## src/rtl/pwr_pkg.sv

```systemverilog
package pwr_pkg;

   typedef enum logic [2:0] {
      ST_ACTIVE = 3'd0,
      ST_LIGHT  = 3'd1,
      ST_QUIET  = 3'd2,
      ST_DEEP   = 3'd3,
      ST_FAST   = 3'd4,
      ST_RESUME = 3'd5
   } pwr_state_e;

   localparam logic [2:0] CODE_LIGHT = 3'b000;
   localparam logic [2:0] CODE_QUIET = 3'b001;
   localparam logic [2:0] CODE_DEEP  = 3'b010;
   localparam logic [2:0] CODE_FAST  = 3'b110;

   typedef struct packed {
      logic cpu;
      logic io;
      logic adc;
      logic osc;
   } clk_en_t;

   function automatic logic code_reserved(input logic [2:0] c);
      return !(c == CODE_LIGHT || c == CODE_QUIET || c == CODE_DEEP || c == CODE_FAST);
   endfunction

endpackage

```

## src/rtl/pwr_ctl_regs.sv

```systemverilog
module pwr_ctl_regs #(
   parameter int DATA_W   = 8,
   parameter int NUM_PINS = 8
) (
   input  logic                clk,
   input  logic                rst_n,
   input  logic                wr,
   input  logic                sel,
   input  logic [DATA_W-1:0]   wdata,
   output logic [DATA_W-1:0]   rdata,
   output logic                se,
   output logic [2:0]          sm,
   output logic [NUM_PINS-1:0] didr
);
   localparam int MODE_BITS = 4;

   initial begin
      assert (DATA_W >= MODE_BITS) else $error("DATA_W too small for mode word");
      assert (NUM_PINS <= DATA_W)  else $error("NUM_PINS exceeds DATA_W");
   end

   logic [MODE_BITS-1:0] mode_q;
   logic [NUM_PINS-1:0]  mask_q;

   always_ff @(posedge clk or negedge rst_n) begin
      if (!rst_n) begin
         mode_q <= '0;
         mask_q <= '0;
      end else if (wr) begin
         if (sel) mask_q <= wdata[NUM_PINS-1:0];
         else     mode_q <= wdata[MODE_BITS-1:0];
      end
   end

   always_comb begin
      rdata = '0;
      if (sel) rdata[NUM_PINS-1:0]  = mask_q;
      else     rdata[MODE_BITS-1:0] = mode_q;
   end

   assign se   = mode_q[0];
   assign sm   = mode_q[3:1];
   assign didr = mask_q;
endmodule

```

## src/rtl/pwr_mode_fsm.sv

```systemverilog
module pwr_mode_fsm
   import pwr_pkg::*;
#(
   parameter int CPU_RESTART_LAG = 1
) (
   input  logic       clk,
   input  logic       rst_n,
   input  logic       sleep_req,
   input  logic       wake,
   input  logic       se,
   input  logic [2:0] sm,
   output pwr_state_e state
);
   initial begin
      assert (CPU_RESTART_LAG == 0 || CPU_RESTART_LAG == 1)
         else $error("CPU_RESTART_LAG must be 0 or 1");
   end

   pwr_state_e wake_tgt;
   pwr_state_e state_d;

   generate
      if (CPU_RESTART_LAG != 0) begin : g_lag
         assign wake_tgt = ST_RESUME;
      end else begin : g_nolag
         assign wake_tgt = ST_ACTIVE;
      end
   endgenerate

   always_comb begin
      state_d = state;
      unique case (state)
         ST_ACTIVE: begin
            if (sleep_req && se && !code_reserved(sm)) begin
               unique case (sm)
                  CODE_LIGHT: state_d = ST_LIGHT;
                  CODE_QUIET: state_d = ST_QUIET;
                  CODE_DEEP:  state_d = ST_DEEP;
                  default:    state_d = ST_FAST;
               endcase
            end
         end
         ST_LIGHT, ST_QUIET, ST_DEEP, ST_FAST: begin
            if (wake) state_d = wake_tgt;
         end
         ST_RESUME: state_d = ST_ACTIVE;
         default:   state_d = ST_ACTIVE;
      endcase
   end

   always_ff @(posedge clk or negedge rst_n) begin
      if (!rst_n) state <= ST_ACTIVE;
      else        state <= state_d;
   end
endmodule

```

## src/rtl/pwr_gate_decode.sv

```systemverilog
module pwr_gate_decode
   import pwr_pkg::*;
#(
   parameter int NUM_PINS = 8
) (
   input  pwr_state_e          state,
   input  logic                dbg_en,
   input  logic [NUM_PINS-1:0] wake_pin_mask,
   input  logic [NUM_PINS-1:0] didr,
   output clk_en_t             en,
   output logic [NUM_PINS-1:0] inbuf_en
);
   clk_en_t base;

   always_comb begin
      unique case (state)
         ST_ACTIVE: base = '{cpu: 1'b1, io: 1'b1, adc: 1'b1, osc: 1'b1};
         ST_LIGHT:  base = '{cpu: 1'b0, io: 1'b1, adc: 1'b1, osc: 1'b1};
         ST_QUIET:  base = '{cpu: 1'b0, io: 1'b0, adc: 1'b1, osc: 1'b1};
         ST_DEEP:   base = '{cpu: 1'b0, io: 1'b0, adc: 1'b0, osc: 1'b0};
         ST_FAST:   base = '{cpu: 1'b0, io: 1'b0, adc: 1'b0, osc: 1'b1};
         ST_RESUME: base = '{cpu: 1'b0, io: 1'b1, adc: 1'b1, osc: 1'b1};
         default:   base = '{cpu: 1'b1, io: 1'b1, adc: 1'b1, osc: 1'b1};
      endcase
      en     = base;
      en.osc = base.osc | dbg_en;
   end

   logic any_clk;
   assign any_clk = base.io | base.adc;

   genvar p;
   generate
      for (p = 0; p < NUM_PINS; p++) begin : g_pin
         assign inbuf_en[p] = !didr[p] && (any_clk || wake_pin_mask[p]);
      end
   endgenerate
endmodule

```

## src/rtl/pwr_sleep_ctrl.sv

```systemverilog
module pwr_sleep_ctrl
   import pwr_pkg::*;
#(
   parameter int DATA_W          = 8,
   parameter int NUM_PINS        = 8,
   parameter int CPU_RESTART_LAG = 1
) (
   input  logic                clk,
   input  logic                rst_n,
   input  logic                reg_wr,
   input  logic                reg_sel,
   input  logic [DATA_W-1:0]   reg_wdata,
   output logic [DATA_W-1:0]   reg_rdata,
   input  logic                sleep_req,
   input  logic                wake,
   input  logic                dbg_en,
   input  logic [NUM_PINS-1:0] wake_pin_mask,
   output logic                cpu_clk_en,
   output logic                io_clk_en,
   output logic                adc_clk_en,
   output logic                osc_en,
   output logic [NUM_PINS-1:0] inbuf_en,
   output logic [2:0]          mode_status
);
   logic                ctl_se;
   logic [2:0]          ctl_sm;
   logic [NUM_PINS-1:0] ctl_didr;
   pwr_state_e          cur_state;
   clk_en_t             gate_en;

   pwr_ctl_regs #(.DATA_W(DATA_W), .NUM_PINS(NUM_PINS)) u_regs (
      .clk   (clk),
      .rst_n (rst_n),
      .wr    (reg_wr),
      .sel   (reg_sel),
      .wdata (reg_wdata),
      .rdata (reg_rdata),
      .se    (ctl_se),
      .sm    (ctl_sm),
      .didr  (ctl_didr)
   );

   pwr_mode_fsm #(.CPU_RESTART_LAG(CPU_RESTART_LAG)) u_fsm (
      .clk       (clk),
      .rst_n     (rst_n),
      .sleep_req (sleep_req),
      .wake      (wake),
      .se        (ctl_se),
      .sm        (ctl_sm),
      .state     (cur_state)
   );

   pwr_gate_decode #(.NUM_PINS(NUM_PINS)) u_gate (
      .state         (cur_state),
      .dbg_en        (dbg_en),
      .wake_pin_mask (wake_pin_mask),
      .didr          (ctl_didr),
      .en            (gate_en),
      .inbuf_en      (inbuf_en)
   );

   assign cpu_clk_en  = gate_en.cpu;
   assign io_clk_en   = gate_en.io;
   assign adc_clk_en  = gate_en.adc;
   assign osc_en      = gate_en.osc;
   assign mode_status = cur_state;
endmodule

```

## config.mk

```make
export PLATFORM = sky130hd
export DESIGN_NAME = pwr_sleep_ctrl
export DESIGN_NICKNAME = d
export VERILOG_FILES = /design/src/rtl/pwr_pkg.sv /design/src/rtl/pwr_ctl_regs.sv /design/src/rtl/pwr_mode_fsm.sv /design/src/rtl/pwr_gate_decode.sv /design/src/rtl/pwr_sleep_ctrl.sv
export SDC_FILE = /design/constraint.sdc
export NUM_CORES = 1
export LEC_CHECK = 0
export BUFFER_PORTS_ARGS = -buffer_cell sky130_fd_sc_hd__buf_4
export CORE_MARGIN = 1
export CORE_UTILIZATION = 40
export DETAILED_ROUTE_END_ITERATION = 8
export PLACE_DENSITY = 0.68
export SKIP_LAST_GASP = 1
export SLEW_MARGIN = 10
export SYNTH_ARGS = -nofsm -noshare
export SYNTH_HDL_FRONTEND = slang
export SYNTH_HIERARCHICAL = 1
export SYNTH_SLANG_ARGS = --single-unit
```

## constraint.sdc

```tcl
create_clock -name clk -period 1.2 [get_ports clk]
set_clock_uncertainty 0.1 [all_clocks]
set_input_delay 0.06 -clock clk [delete_from_list [all_inputs] [get_ports clk]]
set_output_delay 0.06 -clock clk [all_outputs]
set_load 0.02 [all_outputs]
```

==> results of run 1 <==
==> where the power goes <==
| part | total (mW) | internal, mW | switching, mW |
|---|---|---|---|
| combinational | 2.08 | 1.11 | 0.974 |
| clock | 0.292 | 0.129 | 0.163 |
| sequential | 0.701 | 0.608 | 0.0925 |
==> sequential cells by signal (all words and copies together) (netlist names) <==
| name | flops |
|---|---|
| u_regs/didr | 8 |
| u_fsm/state | 3 |
| u_regs/mode_q | 4 |
==> critical path, cell delays in order (launching register included) <==
cell and delay (ns):
dfrtp_2 0.40, and3b_1 0.20, buf_12 0.16, a221oi_4 0.27, buf_6 0.15
==> cell families (layout without fill, tap and decap cells) <==
| group | Yosys count | count (layout) | share of synthesized area |
|---|---|---|---|
| multiplexers | 18 | 18 | 0.207 |
| AO/OA/AOI/OAI | 13 | 13 | 0.154 |
| flip-flops | 15 | 15 | 0.386 |
| XOR/XNOR | 1 | 1 | 0.00900 |
| AND/OR/NAND/NOR | 26 | 26 | 0.172 |
| buffers and inverters | 14 | 87 | 0.0720 |
==> path summary, 6_finish.rpt <==
path | end | cells past startpoint | slack [ns] | start
setup reg to reg | u_fsm/state[0]$_DFFE_PN0P_ | 4 | -0.10 | u_fsm/state[1]$_DFFE_PN0P_
setup / recovery | inbuf_en[2] | 4 | -0.44 | u_fsm/state[0]$_DFFE_PN0P_
hold reg to reg | u_regs/didr[4]$_DFFE_PN0P_ | 1 | 0.50 | u_regs/didr[4]$_DFFE_PN0P_
min in group clk | u_regs/mode_q[1]$_DFFE_PN0P_ | 3 | 0.17 | reg_wr
max in group asynchronous | u_fsm/state[0]$_DFFE_PN0P_ | 2 | 0.76 | rst_n
hold / removal | u_regs/mode_q[0]$_DFFE_PN0P_ | 2 | 0.05 | rst_n
==> layout make-up <==
class                   instances  area (sq um)  area share
well taps                      28          35.0      0.0190
clock buffers                   4          26.3      0.0143
multi-input cells              58           683       0.371
inverters                      10          37.5      0.0204
repair buffers                 73           678       0.369
flip-flops and latches         15           379       0.206
==> routing by layer <==
layer	GRT usage	vias up	wire length [um]
li1	-	458	-
met1	0.269	469	1160
met2	0.414	34	1620
met3	0.0268	4	115
met4	0.0856	0	40
met5	0	-	0
==> timing repair <==
action / CTS / global route
setup endpoints to repair: 19 / 26
hold endpoints to repair: 28 / 0
pin swaps: 2 / 6
hold buffers: 11 / 0
cloned: 0 / 1
resized for setup: 22 / 7
buffers inserted: 6 / 2
==> metrics by stage <==
step                cells  instance area, sq um
floorplan              87                  1080
global placement      165                  1510
detailed placement    165                  1510
CTS                   186                  1780
global route          188                  1840
finish                188                  1840
==> layout by cell type (no fill, tap or decap) <==
master         Yosys  routed
buf_4              0      43
inv_1             10      10
a21oi_2            0       2
xor2_2             0       1
nand4_1            1       1
and3b_1            1       1
mux2_2            16      13
a221oi_4           0       8
nor2_4             0       1
or3_1              1       1
nor2b_4            1       1
dfrtp_2            0       3
buf_6              2      16
o21ai_1            0       1
clkbuf_4           0       3
nand3b_1           1       1
mux2i_2            0       1
dlygate4sd3_1      0      11
and2_4             0       2
o32ai_2            0       1
buf_12             0       2
nand2_2            1       1
nor4_1             1       1
nor2_1             2       1
nand2b_1           1       1
mux2_4             0       4
nor4b_1            1       1
nor3_4             0       1
o22ai_1            1       1
and2_1             5       3
clkbuf_1           0       1
clkbuf_16          0       1
nor2b_1            8       8
nand2_1            1       1
dfrtp_1           15      12
==> impl_metrics.tcl, run 1 <==
set metrics [dict create \
    endpoint_kind "primary output" \
    ant_nets 0 \
    path_clk_slew_ns 0.09 \
    htreeDepth 1 \
    dp_worst_setup_slack_ns -0.139 \
    initial_utilization 0.432 \
    pin_count 46 \
    cts_tree "done" \
    firstDrtPassIters 4 \
    hold_ws_ns 0.0491 \
    fin_util 0.816 \
    cts.sinks 15 \
    max_cap_viol_count 0 \
    synth_most_common_cell "mux2_2" \
    ys_seq_elements 15 \
    finalSetupTns_ns -5.67 \
    io_buffers 45 \
    die_w_um 51.3 \
    synth_nets 110 \
    drt-initial-drc-count 12 \
    cp_data_required_time_ns 1.04 \
    dieArea_sq_um 2630 \
    grt_first_pass_wirelength_um 4370 \
    hold_viol 0 \
    synthArstFlopShare 1.00 \
    violations "setup timing" \
    grt_max_degree 16 \
    critical_path_class "reg -> out" \
    gp_congestion 0.792 \
    tightestPinTransition_ns 0.243 \
    drt_wl_total_um 2940 \
    via_per_inst 5.13 \
    fmax_ghz 0.610 \
    rsz0062_at_grt "yes" \
    post-route-period-util 1.37 \
    clk_latency_ns 0.29 \
    nFillCells 127 \
    ys_seq_area_frac 0.386 \
    dominantRegCellSynth "dfrtp_1" \
    cts_buffer_depth 2 \
    vias 965 \
    cts_root_buf "clkbuf_4" \
    synth_area_sq_um 973 \
    syn_inst 87 \
    rows 17 \
    final_net_count 184 \
    synth_top_area_frac 0.386 \
    yosys_warnings 6 \
    wl_per_cell_um 15.6 \
    fin_ws_ns -0.439 \
    cts_buffers 3 \
    synth-edff-count 0 \
    grt_pass1_vias 975 \
    n_antenna_cell 0 \
    synthTopCellsByCount "16 x mux2_2, 15 x dfrtp_1, 10 x inv_1" \
    status "complete, but fails checks" \
    drc 0 \
    setup_violations 18 \
    die_h_um 51.3 \
    dp.final_hpwl_um 1830 \
    hp-class "in -> async" \
    syn_area_per_cell_sq_um 11.2 \
    power_density_nw_per_um2 1670 \
    antenna_found_initial 0 \
    relSlewSlack 0.836 \
    cp_max_fo 9 \
    grt_usage 0.227 \
    overflow 0 \
    power.leakage_nw 0.841 \
    yosys.area.top_type "dfrtp_1" \
    yosysUniqueCellTypes 27 \
    synth_top_cells_by_area "dfrtp_1 39%, mux2_2 19%, a221oi_2 12%" \
    peakVddDrop_uv 1410 \
    syn_to_final_growth_pct 88.9 \
    finalPower_mw 3.07 \
    drv_slew 0 \
    period_needed_ns 1.64 \
    cp-start-kind "register" \
    drive_gt1_frac 0.650 \
    core_region_area_sq_um 2250 \
    cp.arrival_ns 1.48 \
]
(Power assumes the default switching activity.)
==> inputs of run 2 (changes only) <==
Settings changed: CTS_BUF_LIST set to sky130_fd_sc_hd__clkbuf_4, PLACE_DENSITY 0.68 to not set, PLACE_DENSITY_LB_ADDON set to 0.08.
==> run 2 against run 1 <==
Compared with the run above:
- total power increased by 3.7%
- largest power group unchanged
- global-route usage increased by 0.091 points
- flip-flop and latch count unchanged
- via count increased by 0.10%
- routed wire length increased by 0.27%
- clock-buffer cell count decreased by 1
- the run still ends with setup timing left
- clock power increased by 1%
==> impl_metrics.tcl, run 2 (synthesis gave the netlist of run 1 again) <==
set metrics [dict create \
    tightestPinTransition_ns 0.348 \
    htreeDepth 1 \
    cp.arrival_ns 1.51 \
    critical_path_class "reg -> out" \
    hp-class "in -> async" \
    r2r_cells 5 \
    syn_to_final_growth_pct 93.7 \
    via_per_inst 5.08 \
    layout_common_cells "39 x buf_4, 20 x buf_6, 12 x mux2_2" \
    final_area_sq_um 1890 \
    grt_max_degree 16 \
    multiInputGateArea_sq_um 682 \
    drt-initial-drc-count 17 \
    endpoint_kind "primary output" \
    initial_utilization 0.432 \
    grt_pass1_vias 931 \
    fin_ws_ns -0.472 \
    power_frac_comb 0.685 \
    ant_nets 0 \
    relSlewSlack 0.765 \
    fmax_ghz 0.598 \
    hold_ws_ns 0.0756 \
    hold_viol 0 \
    seqCellArea_sq_um 380 \
    rows 17 \
    grt_usage 0.228 \
    setup_violations 20 \
    pin_count 46 \
    dp.final_hpwl_um 1740 \
    pwr-share-clk 0.093 \
    die_w_um 51.3 \
    cts_buffers 3 \
    overflow 0 \
    cts_tree "done" \
    cts_root_buf "clkbuf_4" \
    peakVddDrop_uv 1500 \
    cts_buffer_depth 2 \
    cts.sinks 15 \
    largest_reg_flops 8 \
    die_h_um 51.3 \
    post-route-period-util 1.39 \
    clk_latency_ns 0.29 \
    netSwitchingPower_mw 1.28 \
    drc 0 \
    fin_util 0.836 \
    grt_first_pass_wirelength_um 4350 \
    fin_cells 190 \
    firstDrtPassIters 4 \
    max_cap_viol_count 0 \
    r2r_start "u_fsm/state[1]$_DFFE_PN0P_" \
    violations "setup timing" \
    power.leakage_nw 0.866 \
    finalSetupTns_ns -6.38 \
    power_frac_seq 0.222 \
    switching_share 0.400 \
    n_antenna_cell 0 \
    cp-start-kind "register" \
    path_clk_slew_ns 0.10 \
    cp_max_fo 10 \
    path_cells "and3b_1 > buf_12 > a221oi_4 > buf_6" \
    vias 966 \
    cpMaxStageDelayCell "dfrtp_2" \
    r2r_end "u_fsm/state[0]$_DFFE_PN0P_" \
    dp.cells 164 \
    drive_gt1_frac 0.667 \
    nFillCells 128 \
    power.internal_mw 1.91 \
    dpl-instance-area_sq_um 1500 \
    reg2reg_setup_slack_ns -0.31 \
    wl_per_cell_um 15.5 \
    cp_data_required_time_ns 1.04 \
    final_net_count 186 \
    dieArea_sq_um 2630 \
    rsz0062_at_grt "yes" \
    status "complete, but fails checks" \
    antenna_found_initial 0 \
    drt_wl_total_um 2950 \
    io_buffers 45 \
    power_density_nw_per_um2 1690 \
    layout_commonest_cell "buf_4" \
    gp_congestion 0.718 \
    slowest_delay_ns 0.42 \
    drv_slew 0 \
    core_region_area_sq_um 2250 \
    period_needed_ns 1.67 \
]
run 2: power by group through the flow:
stage                     logic, mW  clock network (mW)  registers, mW
after floorplan               0.987                   0          0.781
after global routing           2.30               0.338          0.717
after detailed placement       1.70                   0          0.708
after CTS                      1.93               0.291          0.700
final                          2.18               0.296          0.708
after global placement         1.66                   0          0.704
run 2: worst max path at each step:
stage / startpoint / to
floorplan: u_fsm/state[1]$_DFFE_PN0P_ / inbuf_en[0]
global placement: u_fsm/state[0]$_DFFE_PN0P_ / inbuf_en[0]
detailed placement: u_fsm/state[0]$_DFFE_PN0P_ / inbuf_en[1]
CTS: u_fsm/state[0]$_DFFE_PN0P_ / inbuf_en[1]
global route: u_fsm/state[0]$_DFFE_PN0P_ / inbuf_en[0]
finish: u_fsm/state[0]$_DFFE_PN0P_ / inbuf_en[0]
run 2: stage by stage:
stage	power, mW	setup slack, ns
2_1_floorplan	1.77	-0.175
3_3_place_gp	2.37	-0.126
3_5_place_dp	2.40	-0.141
4_1_cts	2.92	-0.450
5_1_grt	3.36	-0.543
6_report	3.19	-0.472
run 2: cell type report:
type / instances / share of cell area
timing repair buffer: 75 / 0.384
multi-input combinational: 58 / 0.362
sequential: 15 / 0.202
inverter: 10 / 0.0199
tap: 28 / 0.0186
clock buffer: 3 / 0.0119
clock inverter: 1 / 0.00265
run 2: per-layer routing:
layer / track usage / up-vias / wire length (um)
li1: - / 463 / -
met1: 0.259 / 469 / 1190
met2: 0.425 / 31 / 1630
met3: 0.0327 / 3 / 106
met4: 0.0856 / 0 / 19
met5: 0 / - / 0
run 2: worst max-delay path, delay by kind of cell (launching register included):
| kind | cells | cell delay (ns) |
|---|---|---|
| AO/OA/AOI/OAI | 1 | 0.28 |
| buffers and inverters | 2 | 0.31 |
| flip-flops | 1 | 0.42 |
| AND/OR/NAND/NOR | 1 | 0.21 |
run 2: what timing repair did:
action | CTS | global route
buffers inserted | 3 | 7
hold endpoints to repair | 28 | 0
pin swaps | 1 | 7
resized for setup | 24 | 14
gates cloned | 0 | 1
hold buffers | 11 | 0
endpoints found under the setup margin | 20 | 26
